File: src/rtl/gpi_pkg.sv
package gpi_pkg;
    typedef enum logic [1:0] {
        SNS_LOW  = 2'b00,
        SNS_ANY  = 2'b01,
        SNS_FALL = 2'b10,
        SNS_RISE = 2'b11
    } sense_e;

    localparam logic [2:0] A_ENA = 3'd0;
    localparam logic [2:0] A_FLG = 3'd1;
    localparam logic [2:0] A_SNS = 3'd2;
    localparam logic [2:0] A_MSK = 3'd4;
endpackage

File: src/rtl/gpi_sync.sv
// Two-flop synchronizer plus one history stage per bit.
module gpi_sync #(
    parameter int W = 8
) (
    input  logic         clk,
    input  logic         rst_n,
    input  logic [W-1:0] d_i,
    output logic [W-1:0] lvl_o,
    output logic [W-1:0] prev_o
);
    logic [W-1:0] meta_q;

    always_ff @(posedge clk or negedge rst_n) begin
        if (!rst_n) begin
            meta_q <= '0;
            lvl_o  <= '0;
            prev_o <= '0;
        end else begin
            meta_q <= d_i;
            lvl_o  <= meta_q;
            prev_o <= lvl_o;
        end
    end
endmodule

File: src/rtl/gpi_grp_flag.sv
// Shared change flag for one pin group.
module gpi_grp_flag #(
    parameter int GW = 8
) (
    input  logic          clk,
    input  logic          rst_n,
    input  logic [GW-1:0] lvl_i,
    input  logic [GW-1:0] prev_i,
    input  logic [GW-1:0] mask_i,
    input  logic          clr_i,
    output logic          flag_o
);
    logic hit;

    always_comb hit = |((lvl_i ^ prev_i) & mask_i);

    always_ff @(posedge clk or negedge rst_n) begin
        if (!rst_n)      flag_o <= 1'b0;
        else if (hit)    flag_o <= 1'b1;
        else if (clr_i)  flag_o <= 1'b0;
    end

    AST_GRP_SET: assert property (@(posedge clk) disable iff (!rst_n)
        hit |=> flag_o);
    AST_GRP_CLR: assert property (@(posedge clk) disable iff (!rst_n)
        (clr_i && !hit) |=> !flag_o);
    AST_GRP_HOLD: assert property (@(posedge clk) disable iff (!rst_n)
        (!hit && !clr_i) |=> $stable(flag_o));
endmodule

File: src/rtl/gpi_ext_sense.sv
// Dedicated input: sense mode chooses edge latch or level request.
module gpi_ext_sense
    import gpi_pkg::*;
(
    input  logic   clk,
    input  logic   rst_n,
    input  sense_e mode_i,
    input  logic   lvl_i,
    input  logic   prev_i,
    input  logic   clr_i,
    output logic   flag_o,
    output logic   act_o
);
    logic trig;

    always_comb begin
        unique case (mode_i)
            SNS_LOW:  trig = 1'b0;
            SNS_ANY:  trig = lvl_i ^ prev_i;
            SNS_FALL: trig = prev_i & ~lvl_i;
            SNS_RISE: trig = lvl_i & ~prev_i;
            default:  trig = 1'b0;
        endcase
    end

    always_ff @(posedge clk or negedge rst_n) begin
        if (!rst_n)     flag_o <= 1'b0;
        else if (trig)  flag_o <= 1'b1;
        else if (clr_i) flag_o <= 1'b0;
    end

    always_comb act_o = (mode_i == SNS_LOW) ? ~lvl_i : flag_o;

    AST_LVL_NO_LATCH: assert property (@(posedge clk) disable iff (!rst_n)
        (mode_i == SNS_LOW && !flag_o) |=> !flag_o);
    AST_EXT_SET: assert property (@(posedge clk) disable iff (!rst_n)
        trig |=> flag_o);
endmodule

File: src/rtl/pin_group_irq.sv
module pin_group_irq
    import gpi_pkg::*;
#(
    parameter int NGRP = 4,
    parameter int GW   = 8,
    parameter int NPIN = 31,
    parameter int AW   = 3
) (
    input  logic            clk,
    input  logic            rst_n,
    input  logic [NPIN-1:0] pin_i,
    input  logic            ext_i,
    input  logic            gie_i,
    input  logic [AW-1:0]   bus_addr_i,
    input  logic            bus_we_i,
    input  logic [7:0]      bus_wdata_i,
    output logic [7:0]      bus_rdata_o,
    input  logic [NGRP-1:0] ack_grp_i,
    input  logic            ack_ext_i,
    output logic [NGRP-1:0] irq_grp_o,
    output logic            irq_ext_o
);
    localparam int DW   = 8;
    localparam int PADW = NGRP * GW;

    logic [PADW-1:0]          pin_pad;
    logic [PADW-1:0]          pin_lvl, pin_prev;
    logic                     ext_lvl, ext_prev;
    logic [NGRP-1:0]          grp_en_q;
    logic                     ext_en_q;
    sense_e                   sense_q;
    logic [NGRP-1:0][GW-1:0]  mask_q;
    logic [NGRP-1:0]          grp_flag;
    logic [NGRP-1:0]          grp_clr;
    logic                     ext_flag, ext_act, ext_clr;
    logic                     wr_ena, wr_flg, wr_sns;

    always_comb begin
        pin_pad = '0;
        pin_pad[NPIN-1:0] = pin_i;
    end

    gpi_sync #(.W(PADW)) u_pin_sync (
        .clk(clk), .rst_n(rst_n), .d_i(pin_pad),
        .lvl_o(pin_lvl), .prev_o(pin_prev)
    );

    gpi_sync #(.W(1)) u_ext_sync (
        .clk(clk), .rst_n(rst_n), .d_i(ext_i),
        .lvl_o(ext_lvl), .prev_o(ext_prev)
    );

    always_comb begin
        wr_ena = bus_we_i && (bus_addr_i == A_ENA);
        wr_flg = bus_we_i && (bus_addr_i == A_FLG);
        wr_sns = bus_we_i && (bus_addr_i == A_SNS);
        grp_clr = ack_grp_i | (wr_flg ? bus_wdata_i[DW-1 -: NGRP] : '0);
        ext_clr = ack_ext_i | (wr_flg & bus_wdata_i[0]);
    end

    always_ff @(posedge clk or negedge rst_n) begin
        if (!rst_n) begin
            grp_en_q <= '0;
            ext_en_q <= 1'b0;
            sense_q  <= SNS_LOW;
        end else begin
            if (wr_ena) begin
                grp_en_q <= bus_wdata_i[DW-1 -: NGRP];
                ext_en_q <= bus_wdata_i[0];
            end
            if (wr_sns) sense_q <= sense_e'(bus_wdata_i[1:0]);
        end
    end

    for (genvar g = 0; g < NGRP; g++) begin : g_grp
        localparam int REM = NPIN - g * GW;
        localparam int CNT = (REM >= GW) ? GW : ((REM > 0) ? REM : 0);
        localparam logic [GW-1:0] VMASK = GW'((64'd1 << CNT) - 64'd1);

        always_ff @(posedge clk or negedge rst_n) begin
            if (!rst_n)
                mask_q[g] <= '0;
            else if (bus_we_i && bus_addr_i == AW'(A_MSK + g))
                mask_q[g] <= bus_wdata_i[GW-1:0] & VMASK;
        end

        gpi_grp_flag #(.GW(GW)) u_flag (
            .clk(clk), .rst_n(rst_n),
            .lvl_i(pin_lvl[g*GW +: GW]), .prev_i(pin_prev[g*GW +: GW]),
            .mask_i(mask_q[g]), .clr_i(grp_clr[g]), .flag_o(grp_flag[g])
        );
    end

    gpi_ext_sense u_ext (
        .clk(clk), .rst_n(rst_n), .mode_i(sense_q),
        .lvl_i(ext_lvl), .prev_i(ext_prev), .clr_i(ext_clr),
        .flag_o(ext_flag), .act_o(ext_act)
    );

    always_comb begin
        irq_grp_o = grp_flag & grp_en_q & {NGRP{gie_i}};
        irq_ext_o = ext_act & ext_en_q & gie_i;
    end

    always_comb begin
        bus_rdata_o = '0;
        case (bus_addr_i)
            A_ENA: begin
                bus_rdata_o[DW-1 -: NGRP] = grp_en_q;
                bus_rdata_o[0]            = ext_en_q;
            end
            A_FLG: begin
                bus_rdata_o[DW-1 -: NGRP] = grp_flag;
                bus_rdata_o[0]            = ext_flag;
            end
            A_SNS:   bus_rdata_o[1:0] = sense_q;
            default: begin
                for (int g = 0; g < NGRP; g++)
                    if (bus_addr_i == AW'(A_MSK + g)) bus_rdata_o = mask_q[g];
            end
        endcase
    end

    AST_GRP_NEEDS_GIE: assert property (@(posedge clk) disable iff (!rst_n)
        (|irq_grp_o) |-> gie_i);
    AST_EXT_GATED: assert property (@(posedge clk) disable iff (!rst_n)
        irq_ext_o |-> (gie_i && ext_en_q));
endmodule

File: config.mk
export PLATFORM = sky130hd
export DESIGN_NAME = pin_group_irq
export DESIGN_NICKNAME = d
export VERILOG_FILES = /design/src/rtl/gpi_pkg.sv /design/src/rtl/gpi_sync.sv /design/src/rtl/gpi_grp_flag.sv /design/src/rtl/gpi_ext_sense.sv /design/src/rtl/pin_group_irq.sv
export SDC_FILE = /design/constraint.sdc
export NUM_CORES = 1
export LEC_CHECK = 0
export BUFFER_PORTS_ARGS = -buffer_cell sky130_fd_sc_hd__buf_2
export CORE_MARGIN = 5
export CORE_UTILIZATION = 40
export DETAILED_ROUTE_END_ITERATION = 7
export PLACE_DENSITY_LB_ADDON = 0.05
export SLEW_MARGIN = 15
export SYNTH_ARGS = -nofsm -noshare
export SYNTH_HDL_FRONTEND = slang
export SYNTH_SLANG_ARGS = --single-unit
File: constraint.sdc
create_clock -name clk -period 4.6 [get_ports clk]
set_clock_uncertainty 0.2 [all_clocks]
set_input_delay 0.92 -clock clk [delete_from_list [all_inputs] [get_ports clk]]
set_output_delay 0.92 -clock clk [all_outputs]
set_load 0.01 [all_outputs]
==> run metrics <==
status complete, no violations; Nets 433; vias 2666; Tcrit/Tclk final just under 80%; total core area around 13000 um^2; dominant synthesized flop cell dfrtp_1; final antenna diode count 0; worst skew pair latency slightly above 0.4 ns; hold_ws 0.145 ns; Tmin final 3.58 ns; MaxCap Viol Count 0; Post-synth ARST share 100%; CTS root buffer clkbuf_16; #FFs+latches synth 139; Pleak 0.00282 uW; Crit path max-delay family buffers and inverters; Hold Fails Final Rpt 0; PD cells 508 nW/um^2; Starting Density 40.4%; worst r2r dst g_grp[3].u_flag.flag_o; Setup violations, final 0; DP Wirelength 6.56 mm; CTS tree built; Req. time, crit path 3.48 ns; 1st-pass router iterations 4; CTS Sinks 139; DR WL/cell between 15 and 20 um; Final Power 3130 uW; first-pass GRT wire length 15.4 mm; Routed Antenna Nets 0; die height 122 um; CP Capture Type primary output; WP buf/inv 2; critical-path cell list buf_2 -> mux4_1 -> nand2_1 -> o21ai_0 -> buf_2; FF-to-FF Start u_pin_sync.lvl_o[28]; post-synth cell types 40; commonest non-fill, non-tap cell in the layout dfrtp_1; largest net degree at the start of global routing between 100 and 150; DIE AREA between 10000 and 15000 um^2; IO Port Bufs 64; setup TNS 0 ns; initial antenna violation count 0; Die Wd 122 um; most frequent cells in the layout 139 x dfrtp_1, 63 x buf_2, 37 x mux2_2, 31 x xor2_1, 17 x clkbuf_16; RSZ-0062 raised after global routing no; GR Util All Layers 14.1%; WHS Endpoint u_pin_sync.lvl_o[14]; row count 41; # IOs 65; Syn. warnings 0; Post-synth EDFFs 0; sequential area share after synthesis 68.9%; vias in the first global route 2803; synthesis-to-layout area growth 21.8%; Reg2Reg Depth 3; CP Class input pin to primary output; DP Worst Slack 1.01 ns; HP Start u_pin_sync.meta_q[14]; measured slew at the worst slew-check pin 0.908 ns; H-tree levels 4; mapped cell area 5050 um^2; fmax 0.279 GHz; layout cells sized above 1 between 30 and 40%; CP max FO 20; clk buf depth 2; Net Count, Synth 355; CTS clk-pin slew, worst paths 0.05 ns; Slowest-stage cell, CP mux4_1; DR DRC count 0; Slew Limit Fails 0; Remaining Overflow, GRT 0; Routed WL 9.57 mm; RePlAce Congestion 0.763; Iter 0 DRT Violations 118; syn avg cell area 16.8 um^2; CP max stage delay 0.65 ns; final worst setup slack just over 1 ns; peak supply drop around 0.33 mV; CP startpoint kind input pin; CTS buffer count 17; slew margin rel. 39.5%; Gate Count Post-Synth roughly 300; hold_buf cts 0; Post-CTS Setup Repair Bufs 0; post-CTS sizing 0; FF-to-FF setup slack 3.05 ns; worst path arrival time 2.46 ns; Hold Path Stages 0; Hold Path Class register to register; Via density 4.73; most used cell, CP buf_2
-- state kept, by name, indices dropped and copies added (netlist names) --
name                 cells
ext_en_q                 1
g_grp.u_flag.flag_o      4
grp_en_q                 4
mask_q                  31
sense_q                  2
u_ext.flag_o             1
u_ext_sync.lvl_o         1
u_ext_sync.meta_q        1
u_ext_sync.prev_o        1
u_pin_sync.lvl_o        31
u_pin_sync.meta_q       31
u_pin_sync.prev_o       31
-- through the flow --
stage                     area (um^2)  std cells  util (%)
final                            6150        564      49.2
after global routing             6150        564      49.2
after CTS                        6150        564      49.2
after detailed placement         5540        532      44.2
after global placement           5540        532      44.2
after floorplan                  5050        301         -
-- cells in the mapped netlist, types with 2 or more instances --
cell type | instances | area, um^2
a22oi_1 | 8 | 60.1
xor2_1 | 31 | 272
dfrtp_1 | 139 | 3480
o21ai_0 | 6 | 30.0
a221oi_1 | 3 | 26.3
nor3_4 | 2 | 32.5
mux2_2 | 37 | 417
mux4_1 | 7 | 184
ha_1 | 2 | 25.0
a22o_1 | 3 | 26.3
a21oi_1 | 2 | 10.0
and3_1 | 5 | 31.3
nand2_1 | 12 | 45.0
mux2i_1 | 6 | 60.1
nand3b_1 | 5 | 37.5
nand4_1 | 4 | 25.0
buf_6 | 3 | 33.8
inv_1 | 3 | 11.3
and2_1 | 2 | 12.5
-- logic make-up (layout without fill, tap and decap cells) --
group | after synthesis | count (layout) | synth area share (%)
flops | 139 | 139 | 68.9
mux | 52 | 52 | 13.6
simple gates | 41 | 41 | 6.37
xor+xnor | 31 | 31 | 5.38
compound gates | 26 | 26 | 3.69
buf+inv | 10 | 101 | 1.61
fa+ha+maj | 2 | 2 | 0.495
-- how the worst max path moves through the flow --
| stage | from | end | slack (ns) | cells past startpoint |
|---|---|---|---|---|
| 2_1_floorplan | bus_addr_i[1] | bus_rdata_o[4] | 1.64 | 4 |
| 3_3_place_gp | bus_addr_i[0] | bus_rdata_o[1] | 1.03 | 5 |
| 3_5_place_dp | bus_addr_i[0] | bus_rdata_o[4] | 1.01 | 5 |
| 4_1_cts | bus_addr_i[0] | bus_rdata_o[1] | 1.01 | 5 |
| 5_1_grt | bus_addr_i[0] | bus_rdata_o[6] | 0.97 | 5 |
| 6_report | bus_addr_i[0] | bus_rdata_o[6] | 1.02 | 5 |
-- power breakdown --
part           switching (uW)  leakage, uW  total, uW  internal, uW
Combinational             137     0.000901        303           166
Sequential               91.8      0.00162       1440          1350
Clock                     494     0.000295       1380           887
-- per-layer routing --
metal | vias up | track usage [%] | wire [um] | share of wire [%]
li1 | 1239 | - | - | -
met1 | 1353 | 17.9 | 4260 | 45
met2 | 57 | 22.1 | 4620 | 48
met3 | 17 | 4.65 | 503 | 5.3
met4 | 0 | 6.30 | 183 | 1.9
met5 | - | 0 | 0 | 0
-- worst reg2reg max path: cells and delay by family (launching register included) --
kind | cells | cell delay (ns)
AND/OR/NAND/NOR | 1 | 0.16
flip-flops | 1 | 0.39
XOR/XNOR | 1 | 0.16
AO/OA/AOI/OAI | 1 | 0.51
-- layout make-up --
class                   instances  area, um^2
multi-input cells             152        1490
well taps                     172         215
clock inverters                 8         105
fillers                      1134        6360
flip-flops and latches        139        3480
repair buffers                 66         342
inverters                       3        11.3
clock buffers                  24         512
Power figures use the tool's default switching activity.
